**src/rtl/i2cw_pkg.sv**
```systemverilog
package i2cw_pkg;
    typedef enum logic [2:0] {
        S_IDLE, S_START, S_ADDR, S_SUBA, S_DATA, S_STOP
    } eng_state_t;

    localparam logic [3:0] OFS_DEV    = 4'd0;
    localparam logic [3:0] OFS_SUB    = 4'd1;
    localparam logic [3:0] OFS_PUSH   = 4'd2;
    localparam logic [3:0] OFS_CMD    = 4'd4;
    localparam logic [3:0] OFS_COUNT  = 4'd5;
    localparam logic [3:0] OFS_DIV    = 4'd7;
    localparam logic [3:0] OFS_LEVEL  = 4'd8;
    localparam logic [3:0] OFS_STATUS = 4'd9;
endpackage

```
**src/rtl/i2cw_tick.sv**
```systemverilog
module i2cw_tick #(
    parameter int DIV_W = 8
) (
    input  logic             clk,
    input  logic             rst_n,
    input  logic             en,
    input  logic [DIV_W-1:0] div,
    output logic             tick
);
    logic [DIV_W-1:0] cnt_q;

    always_ff @(posedge clk) begin
        if (!rst_n || !en) begin
            cnt_q <= '0;
            tick  <= 1'b0;
        end else if (cnt_q == div) begin
            cnt_q <= '0;
            tick  <= 1'b1;
        end else begin
            cnt_q <= cnt_q + 1'b1;
            tick  <= 1'b0;
        end
    end
endmodule

```
**src/rtl/i2cw_fifo.sv**
```systemverilog
module i2cw_fifo #(
    parameter int DEPTH = 16,
    parameter int W     = 8,
    localparam int PTR_W = $clog2(DEPTH),
    localparam int LVL_W = $clog2(DEPTH + 1)
) (
    input  logic             clk,
    input  logic             rst_n,
    input  logic             push,
    input  logic [W-1:0]     din,
    input  logic             pop,
    input  logic             flush,
    output logic [W-1:0]     dout,
    output logic [LVL_W-1:0] level
);
    logic [W-1:0]     mem [DEPTH];
    logic [PTR_W-1:0] wr_q, rd_q;
    logic             do_push, do_pop;

    assign do_push = push && (level != LVL_W'(DEPTH));
    assign do_pop  = pop && (level != '0);
    assign dout    = mem[rd_q];

    function automatic logic [PTR_W-1:0] bump(input logic [PTR_W-1:0] p);
        return (p == PTR_W'(DEPTH - 1)) ? '0 : p + 1'b1;
    endfunction

    always_ff @(posedge clk) begin
        if (do_push) mem[wr_q] <= din;
    end

    always_ff @(posedge clk) begin
        if (!rst_n || flush) begin
            wr_q  <= '0;
            rd_q  <= '0;
            level <= '0;
        end else begin
            if (do_push) wr_q <= bump(wr_q);
            if (do_pop)  rd_q <= bump(rd_q);
            level <= level + LVL_W'(do_push) - LVL_W'(do_pop);
        end
    end
endmodule

```
**src/rtl/i2cw_engine.sv**
```systemverilog
module i2cw_engine
    import i2cw_pkg::*;
#(
    parameter int CNT_W = 4
) (
    input  logic             clk,
    input  logic             rst_n,
    input  logic             tick,
    input  logic             go,
    input  logic [7:0]       dev_byte,
    input  logic [7:0]       sub_byte,
    input  logic [CNT_W-1:0] last_idx,
    input  logic [7:0]       fifo_dout,
    input  logic             sda_in,
    output logic             fifo_pop,
    output logic             taken,
    output logic             done,
    output logic             dev_nack,
    output logic             data_nack,
    output logic             scl_oe,
    output logic             sda_oe,
    output logic             cond,
    output logic             busy
);
    eng_state_t       state_q, state_d;
    logic [1:0]       phase_q, phase_d;
    logic [3:0]       bit_q, bit_d;
    logic [7:0]       shift_q, shift_d;
    logic [CNT_W-1:0] left_q, left_d;
    logic             nack_q, nack_d;
    logic             wrap;

    assign wrap = (phase_q == 2'd2);

    // next-state and handshake pulses
    always_comb begin
        state_d = state_q; phase_d = phase_q; bit_d = bit_q;
        shift_d = shift_q; left_d = left_q; nack_d = nack_q;
        taken = 1'b0; done = 1'b0; fifo_pop = 1'b0;
        dev_nack = 1'b0; data_nack = 1'b0;
        if (tick) begin
            phase_d = wrap ? 2'd0 : phase_q + 2'd1;
            unique case (state_q)
                S_IDLE: begin
                    phase_d = 2'd0;
                    if (go) begin
                        state_d = S_START;
                        taken   = 1'b1;
                    end
                end
                S_START: if (wrap) begin
                    state_d = S_ADDR;
                    bit_d   = 4'd0;
                    shift_d = dev_byte;
                end
                S_ADDR, S_SUBA, S_DATA: begin
                    if (phase_q == 2'd1 && bit_q == 4'd8) nack_d = sda_in;
                    if (wrap) begin
                        if (bit_q != 4'd8) begin
                            bit_d = bit_q + 4'd1;
                        end else begin
                            bit_d = 4'd0;
                            if (nack_q) begin
                                state_d   = S_STOP;
                                dev_nack  = (state_q == S_ADDR);
                                data_nack = (state_q != S_ADDR);
                            end else if (state_q == S_ADDR) begin
                                state_d = S_SUBA;
                                shift_d = sub_byte;
                            end else if (state_q == S_SUBA || left_q != '0) begin
                                state_d  = S_DATA;
                                shift_d  = fifo_dout;
                                fifo_pop = 1'b1;
                                left_d   = (state_q == S_SUBA) ? last_idx : left_q - 1'b1;
                            end else begin
                                state_d = S_STOP;
                            end
                        end
                    end
                end
                S_STOP: if (wrap) begin
                    state_d = S_IDLE;
                    done    = 1'b1;
                end
                default: state_d = S_IDLE;
            endcase
        end
    end

    // state register
    always_ff @(posedge clk) begin
        if (!rst_n) begin
            state_q <= S_IDLE;
            phase_q <= 2'd0;
            bit_q   <= 4'd0;
            shift_q <= 8'd0;
            left_q  <= '0;
            nack_q  <= 1'b0;
        end else begin
            state_q <= state_d;
            phase_q <= phase_d;
            bit_q   <= bit_d;
            shift_q <= shift_d;
            left_q  <= left_d;
            nack_q  <= nack_d;
        end
    end

    // bus outputs
    always_comb begin
        scl_oe = 1'b0;
        sda_oe = 1'b0;
        cond   = 1'b0;
        busy   = (state_q != S_IDLE);
        unique case (state_q)
            S_IDLE: ;
            S_START: begin
                cond   = 1'b1;
                sda_oe = (phase_q != 2'd0);
                scl_oe = (phase_q == 2'd2);
            end
            S_STOP: begin
                cond   = 1'b1;
                sda_oe = (phase_q != 2'd2);
                scl_oe = (phase_q == 2'd0);
            end
            S_ADDR, S_SUBA, S_DATA: begin
                scl_oe = (phase_q != 2'd1);
                sda_oe = (bit_q == 4'd8) ? 1'b0 : ~shift_q[3'd7 - bit_q[2:0]];
            end
            default: ;
        endcase
    end
endmodule

```
**src/rtl/i2cw_master.sv**
```systemverilog
module i2cw_master
    import i2cw_pkg::*;
#(
    parameter int FIFO_DEPTH = 16,
    parameter int DIV_W      = 8,
    localparam int CNT_W     = $clog2(FIFO_DEPTH),
    localparam int LVL_W     = $clog2(FIFO_DEPTH + 1)
) (
    input  logic       clk,
    input  logic       rst_n,
    input  logic [3:0] reg_addr,
    input  logic [7:0] reg_wdata,
    input  logic       reg_we,
    input  logic       reg_re,
    output logic [7:0] reg_rdata,
    output logic       irq,
    output logic       scl_oe,
    output logic       sda_oe,
    input  logic       sda_in
);
    logic             soft_q, srst_n;
    logic [5:0]       dev_q;
    logic [7:0]       sub_q;
    logic [CNT_W-1:0] cnt_q;
    logic [DIV_W-1:0] div_q;
    logic             clk_en_q, start_q, rd_sel_q, comb_q, irq_en_q;
    logic             dev_err_q, data_err_q;
    logic             tick, taken, done, dev_nack, data_nack, eng_cond, busy;
    logic             fifo_pop, push;
    logic [7:0]       fifo_dout;
    logic [LVL_W-1:0] fifo_level;
    logic             idle_bit, cmd_wr;

    assign srst_n   = rst_n & ~soft_q;
    assign cmd_wr   = reg_we && reg_addr == OFS_CMD;
    assign push     = reg_we && reg_addr == OFS_PUSH;
    assign idle_bit = !busy && !start_q;

    always_ff @(posedge clk) begin
        if (!rst_n) soft_q <= 1'b0;
        else        soft_q <= cmd_wr && reg_wdata[0];
    end

    always_ff @(posedge clk) begin
        if (!srst_n) begin
            dev_q <= '0; sub_q <= '0; cnt_q <= '0; div_q <= '0;
            clk_en_q <= 1'b0; start_q <= 1'b0; rd_sel_q <= 1'b0;
            comb_q <= 1'b0; irq_en_q <= 1'b0;
            dev_err_q <= 1'b0; data_err_q <= 1'b0; irq <= 1'b0;
        end else begin
            if (reg_we) begin
                unique case (reg_addr)
                    OFS_DEV:   dev_q <= reg_wdata[5:0];
                    OFS_SUB:   sub_q <= reg_wdata;
                    OFS_COUNT: cnt_q <= reg_wdata[CNT_W-1:0];
                    OFS_DIV:   div_q <= reg_wdata[DIV_W-1:0];
                    OFS_CMD: begin
                        clk_en_q <= reg_wdata[1];
                        start_q  <= reg_wdata[2];
                        rd_sel_q <= reg_wdata[3];
                        comb_q   <= reg_wdata[4];
                        irq_en_q <= reg_wdata[5];
                    end
                    default: ;
                endcase
            end
            if (taken) begin
                start_q    <= 1'b0;
                dev_err_q  <= 1'b0;
                data_err_q <= 1'b0;
            end
            if (dev_nack)  dev_err_q  <= 1'b1;
            if (data_nack) data_err_q <= 1'b1;
            if (reg_re && reg_addr == OFS_STATUS) irq <= 1'b0;
            if (done && irq_en_q) irq <= 1'b1;
        end
    end

    always_comb begin
        unique case (reg_addr)
            OFS_DEV:    reg_rdata = {2'b00, dev_q};
            OFS_SUB:    reg_rdata = sub_q;
            OFS_CMD:    reg_rdata = {2'b00, irq_en_q, comb_q, rd_sel_q, start_q, clk_en_q, 1'b0};
            OFS_COUNT:  reg_rdata = 8'(cnt_q);
            OFS_DIV:    reg_rdata = 8'(div_q);
            OFS_LEVEL:  reg_rdata = 8'(fifo_level);
            OFS_STATUS: reg_rdata = {4'b0000, irq, idle_bit, dev_err_q, data_err_q};
            default:    reg_rdata = 8'h00;
        endcase
    end

    i2cw_tick #(.DIV_W(DIV_W)) u_tick (
        .clk(clk), .rst_n(srst_n), .en(clk_en_q), .div(div_q), .tick(tick)
    );

    i2cw_fifo #(.DEPTH(FIFO_DEPTH), .W(8)) u_fifo (
        .clk(clk), .rst_n(srst_n), .push(push), .din(reg_wdata),
        .pop(fifo_pop), .flush(done), .dout(fifo_dout), .level(fifo_level)
    );

    i2cw_engine #(.CNT_W(CNT_W)) u_eng (
        .clk(clk), .rst_n(srst_n), .tick(tick), .go(start_q),
        .dev_byte({1'b0, dev_q, 1'b0}), .sub_byte(sub_q), .last_idx(cnt_q),
        .fifo_dout(fifo_dout), .sda_in(sda_in), .fifo_pop(fifo_pop),
        .taken(taken), .done(done), .dev_nack(dev_nack), .data_nack(data_nack),
        .scl_oe(scl_oe), .sda_oe(sda_oe), .cond(eng_cond), .busy(busy)
    );
endmodule

```
**config.mk**
```make
export PLATFORM = sky130hd
export DESIGN_NAME = i2cw_master
export DESIGN_NICKNAME = d
export VERILOG_FILES = /design/src/rtl/i2cw_pkg.sv /design/src/rtl/i2cw_tick.sv /design/src/rtl/i2cw_fifo.sv /design/src/rtl/i2cw_engine.sv /design/src/rtl/i2cw_master.sv
export SDC_FILE = /design/constraint.sdc
export NUM_CORES = 1
export LEC_CHECK = 0
export ABC_CLOCK_PERIOD_IN_PS = 8060
export BUFFER_PORTS_ARGS = -buffer_cell sky130_fd_sc_hd__buf_2
export CORE_UTILIZATION = 55
export CTS_BUF_LIST = sky130_fd_sc_hd__clkbuf_4 sky130_fd_sc_hd__clkbuf_8 sky130_fd_sc_hd__clkbuf_16
export CTS_CLUSTER_DIAMETER = 60
export CTS_CLUSTER_SIZE = 16
export DETAILED_ROUTE_END_ITERATION = 8
export PLACE_DENSITY = 0.72
export SETUP_SLACK_MARGIN = 0.4
export SLEW_MARGIN = 20
export SYNTH_ARGS = -nofsm -noshare
export SYNTH_HDL_FRONTEND = slang
export SYNTH_HIERARCHICAL = 1
export SYNTH_SLANG_ARGS = --single-unit
```
**constraint.sdc**
```tcl
create_clock -name clk -period 8.06 [get_ports clk]
set_input_delay 0.806 -clock clk [delete_from_list [all_inputs] [get_ports clk]]
set_output_delay 0.806 -clock clk [all_outputs]
set_load 0.01 [all_outputs]
```
* Yosys cells after proc, flatten, opt, wreduce, memory -nomap -nowiden
Memory sizes are Yosys's and may differ from the RTL's. A register that Yosys moved wholly into a read port is not among the register bits. Cells that the tools add are included.
Cells by class: add/sub/neg operators 9, $mul 0, div/mod/pow operators 0, magnitude comparators 1, eq/ne operators 30, shift operators 0, mux-type cells 64, bitwise logic cells 7, reductions and logical operators 40
Operators by type and width (count):
- case mux 8 bit (7 select lines) | 1
- 2-to-1 mux 8 bit | 6
- 2-to-1 mux 1 bit | 34
- 2-to-1 mux 4 bit | 8
- 2-to-1 mux 3 bit | 7
- equality test 4 bit (second input constant) | 5
- case mux 8 bit (2 select lines) | 1
- AND reduction 7 bit | 2
- adder 4 x 1 -> 4 bit (second input constant) | 3
- equality test 4 x 3 -> 1 bit (second input constant) | 3
- case mux 3 bit (4 select lines) | 1
- AND reduction 2 bit | 5
- nonzero test 2 bit | 5
- logical AND 1 bit | 9
- adder 8 x 1 -> 8 bit (second input constant) | 1
- equality test 8 bit | 1
- inequality test 2 x 1 -> 1 bit (second input constant) | 4
- inequality test 2 bit (second input constant) | 4
- case mux 4 bit (2 select lines) | 1
- equality test 3 x 2 -> 1 bit (second input constant) | 2
- equality test 3 bit (second input constant) | 2
- inverter 1 bit | 6
- case mux 1 bit (3 select lines) | 2
- AND reduction 6 bit | 1
- 30 further kinds | 37
Word-level totals: flip-flop bits (word level) 79, latch bits 0, RAM bits 128, bits in read-only memories 0, output and inout port bits 11, memories 1
Memories:
- u_fifo.mem | depth 16, width 8, rd ports 1, clocked after memory_dff 1, write ports 1, line i2cw_fifo.sv:16 | logic [W-1:0] mem [DEPTH];

* Depth between registers and ports, before layout
depth in word-level cells 12, gate-level depth with buffers 15

* Modules after synthesis
The synthesis kept the hierarchy.
By module, submodules not included:
- i2cw_fifo | instances 1, cells each 313, area an instance 5808.1 um^2, sequential area each 4184.0 um^2
- i2cw_master | instances 1, cells each 236, area an instance 1904.3 um^2, sequential area each 700.7 um^2
- i2cw_engine | instances 1, cells each 214, area an instance 1831.8 um^2, sequential area each 440.4 um^2
- i2cw_tick | instances 1, cells each 46, area an instance 489.2 um^2, sequential area each 180.2 um^2

* Worst setup path after synthesis
No wires, ideal clock.
kind input port to flip-flop, start point input reg_addr[3], end point register u_fifo.level[4], data arrival time 3058 ps, required time 7990 ps, path slack 4932 ps, cell stages on the path 13, path buffers 2, cell sequence buf_6 > nor3b_4 > and3_1 > and2_1 > buf_2 > or2_2 > nand2_1 > ha_1 > fa_1 > a21oi_1 > nor2_1 > or3_1 > a21oi_1
On the way: cells in the longest elaborated chain, start to end 5
RTL lines:
- start: declaration | line i2cw_master.sv:11 | input logic [3:0] reg_addr,
- equality test 4 x 2 -> 1 bit | line i2cw_master.sv:36 | assign push = reg_we && reg_addr == OFS_PUSH;
- logical AND 1 bit | line i2cw_master.sv:36
- named net push | line i2cw_master.sv:29 | logic fifo_pop, push;
- logical AND 1 bit | line i2cw_fifo.sv:20 | assign do_push = push && (level != LVL_W'(DEPTH));
- adder 5 x 1 -> 5 bit | line i2cw_fifo.sv:40 | level <= level + LVL_W'(do_push) - LVL_W'(do_pop);
- subtractor 5 x 1 -> 5 bit | line i2cw_fifo.sv:40
- end signal: assignment | line i2cw_fifo.sv:40
- end: declaration | line i2cw_fifo.sv:14 | output logic [LVL_W-1:0] level
The timed path passes the listed nets, and every way through them passes these cells. A chain may end at the register's enable or synchronous reset.

* Final worst setup path
start point register u_eng.state_q[0], end point register u_fifo.level[4]
On the way: cells in the longest elaborated chain, start to end 11
RTL lines:
- start: declaration | line i2cw_engine.sv:25 | eng_state_t state_q, state_d;
- start signal: assignment | line i2cw_engine.sv:100 | state_q <= state_d;
- equality test 3 x 2 -> 1 bit | line i2cw_engine.sv:43, i2cw_engine.sv:70
- logical OR 1 bit | line i2cw_engine.sv:70 | end else if (state_q == S_SUBA || left_q != '0) begin
- 2-to-1 mux 1 bit | line i2cw_engine.sv:70
- 2-to-1 mux 1 bit | line i2cw_engine.sv:67 | end else if (state_q == S_ADDR) begin
- 2-to-1 mux 1 bit | line i2cw_engine.sv:63 | if (nack_q) begin
- 2-to-1 mux 1 bit | line i2cw_engine.sv:59 | if (bit_q != 4'd8) begin
- 2-to-1 mux 1 bit | line i2cw_engine.sv:58 | if (wrap) begin
- 2-to-1 mux 1 bit * | line i2cw_engine.sv:43 | unique case (state_q)
- 2-to-1 mux 1 bit * | line i2cw_engine.sv:41 | if (tick) begin
- named net fifo_pop | line i2cw_master.sv:29
- logical AND 1 bit * | line i2cw_fifo.sv:21 | assign do_pop = pop && (level != '0);
- subtractor 5 x 1 -> 5 bit * | line i2cw_fifo.sv:40
The timed path passes the listed nets; every way through them passes the cells marked *.

==> flow_metrics.tcl <==
set metrics [dict create \
    clock_skew_ns 0.01543 \
    initial_core_util_pct 56.05 \
    seqPwrFrac_pct 55.2 \
    grt_util_met2_pct 39.06 \
    grt_max_degree 42 \
    portBuffers 27 \
    synth-xor-area-share_pct 1.484 \
    drt-pass1-iter-count 7 \
    cts-root-buf "clkbuf_16" \
    rsz0062_at_grt "no" \
    final_cells 1050 \
    track_usage_pct 24.83 \
    insertion_delay_ns 0.49 \
    crit_chain "and3b_1, a21oi_2, or2_2, inv_1, nand2_1, or2_2, fa_1, a21oi_1, nor2_1, or3_1, a21oi_1" \
    grt_pass1_vias 6485 \
    cts_tree "done" \
    crit_arrival_ns 4.34 \
    syn_area_per_cell_sq_um 12.40 \
    layout_min_cycle_time_ns 3.928 \
    synth-compound-area-share_pct 14.39 \
    switching_share_pct 20.69 \
    fin_tns_setup_ns 0 \
    hold_path_class "register to register" \
    grt.busiest_layer "met2" \
    combPwrFrac_pct 3.1 \
    cap_violations 0 \
    hpwl_mm 15.27 \
    ys_ff_latch 211 \
    synth.area.mux_share_pct 9.789 \
    power.total_w 0.002079 \
    synth.yosys.warnings 6 \
    drc 0 \
    internal_power_w 0.001649 \
    vdd_drop_max_v 0.0001423 \
    setup_viol 0 \
    crit_fanout 25 \
    grt-ovfl-total 0 \
    area_growth_pct 7.096 \
    viasPerCell 6.405 \
    fin_nets 842 \
    path_delay_family "simple AND/OR/NAND/NOR gates" \
    antenna_cells 0 \
    fin_crit_sh_pct 48.73 \
    synth_edf_count 128 \
    p_switching_w 0.0004302 \
    power_frac_clock_pct 41.8 \
    nFillCells 1428 \
    wirelength_mm 22.66 \
    required_ns 8.47 \
    gp_congestion 0.8955 \
    synthAdderAreaFrac_pct 2.070 \
    ctsLongestPathBuffers 3 \
    clk_pin_slew_ns 0.07 \
    dieArea_sq_um 18790 \
    powerDensity_nw_per_um2 193.5 \
    die_x_microns 137.1 \
    dp_cells 1018 \
    clock.fmax_mhz 254.6 \
    slew_headroom_pct 32.05 \
    synth_top_family_by_area "compound AO/OA/AOI/OAI gates" \
    dr_total_vias 6725 \
    synthSimpleGateAreaFrac_pct 12.81 \
    p_leak_nw 3.497 \
    finish.utilization_pct 60.02 \
    cts_hold_buf 0 \
    cts_resized 0 \
    cts.sinks 211 \
    antenna_found_initial 0 \
    crit_path_max_incr_delay_ns 0.99 \
    htreeDepth 1 \
    final_common_cell "edfxtp_1" \
    syn_area_sq_um 10030 \
    drtIter0Drc 735 \
    cts_buffers 18 \
    grt_first_pass_wirelength_mm 35.29 \
    die_y_microns 137.1 \
    wire_per_inst_microns 21.58 \
    rows 49 \
    critPathLaunchType "register" \
    layout_common_cells "edfxtp_1, dfxtp_1, a21oi_1" \
    tightest_slew_ns 1.018 \
    met1_usage_pct 35.62 \
    drv_slew 0 \
    crit_path_end_kind "register" \
    syn_inst 809 \
    slowest_stage "dfxtp_1" \
    hold_viol_final 0 \
    synthFlopType "edfxtp_1" \
    synthDistinctLibCells 89 \
    postCtsSetupBuffers 0 \
    pin_count 28 \
    critical_path_class "register to register" \
    async_flop_share_pct 0 \
    gr-usage-met3_pct 4.407 \
    outcome "finished, final reports clean" \
    yosysSeqAreaShare_pct 54.87 \
    ant_nets 0 \
    cp_num_buf_inv 1 \
    layout-drive-gt1-share_pct 14.86 \
    coreArea_sq_um 17900 \
]
cell type report:
class / count / area [sq um] / area share, %
flip-flops and latches: 211 / 5510 / 51.28
inverters: 24 / 90.09 / 0.8384
repair buffers: 30 / 157.7 / 1.467
well taps: 229 / 286.5 / 2.667
clock inverters: 4 / 28.78 / 0.2678
multi-input cells: 524 / 4105 / 38.20
clock buffers: 28 / 566.8 / 5.275
Yosys cell counts (11+ instances only):
cell / instances / share of area [%]
a21oi_1: 70 / 3.5
a22oi_1: 26 / 1.9
buf_2: 16 / 0.80
buf_6: 11 / 1.2
clkbuf_1: 15 / 0.56
dfxtp_1: 83 / 17
edfxtp_1: 128 / 38
ha_1: 15 / 1.9
inv_1: 21 / 0.79
mux2i_1: 13 / 1.3
mux4_1: 14 / 3.7
mux4_2: 20 / 4.5
nand2_1: 42 / 1.6
nand3_1: 48 / 2.4
nand3b_1: 11 / 0.82
nor2_1: 37 / 1.4
o21ai_0: 37 / 1.8
xor2_1: 13 / 1.1
per-stage QoR:
stage	worst slack [ns]	instance area (sq um)	hold slack, ns
4_1_cts	4.152	10730	0.4823
5_1_grt	3.885	10750	0.5156
3_5_place_dp	4.124	10130	0.4721
2_1_floorplan	4.932	10050	0.4487
6_report	4.132	10750	0.4818
3_3_place_gp	4.279	10130	0.4661
cell families (layout without fill, tap and decap cells):
| logic type | count (synthesis) | after routing |
|---|---|---|
| other cells | 1 | 6 |
| mux | 50 | 50 |
| xor+xnor | 17 | 17 |
| fa+ha+maj | 16 | 16 |
| compound gates | 214 | 214 |
| flops | 211 | 211 |
| simple gates | 221 | 221 |
| buf+inv | 79 | 86 |
per-layer routing:
metal	wire length (microns)	vias up
met5	0	-
met4	385	0
met3	1531	29
met2	10730	226
met1	10010	3361
li1	-	3109
state kept, by name (all words and copies together) (netlist names), 2 cells and up, named ones only:
name and flops:
u_fifo/level 5, u_fifo/mem 128, sub_q 8, div_q 8, u_tick/cnt_q 8, u_eng/shift_q 8
u_eng/left_q 4, u_eng/bit_q 4, cnt_q 4, u_eng/phase_q 2, dev_q 6, u_fifo/wr_q 4
u_eng/state_q 3, u_fifo/rd_q 4
worst reg2reg max path: stages (launching register included):
cell and delay, ns:
dfxtp_1 0.99, and3b_1 0.49, a21oi_2 0.11, or2_2 0.34, inv_1 0.16, nand2_1 0.18, or2_2 0.38, fa_1 0.45
a21oi_1 0.18, nor2_1 0.08, or3_1 0.34, a21oi_1 0.15
power by group through the flow:
stage	Combinational (W)	Clock [W]	Sequential [W]
2_1_floorplan	0.0000389	0	0.00117
3_3_place_gp	0.0000602	0	0.00117
3_5_place_dp	0.0000624	0	0.00117
4_1_cts	0.0000626	0.000883	0.00115
5_1_grt	0.0000683	0.000922	0.00115
6_report	0.0000635	0.000869	0.00115
path summary, 6_finish.rpt:
| path | from | cells past startpoint | slack, ns | endpoint |
|---|---|---|---|---|
| setup / recovery | u_eng/state_q[0] | 11 | 4.13 | u_fifo/level[4] |
| hold / removal | rd_sel_q | 2 | 0.48 | rd_sel_q |
| hold reg to reg | rd_sel_q | 2 | 0.48 | rd_sel_q |
| setup reg to reg | u_eng/state_q[0] | 11 | 4.13 | u_fifo/level[4] |
Note: power is estimated with default switching activity, not from simulation.
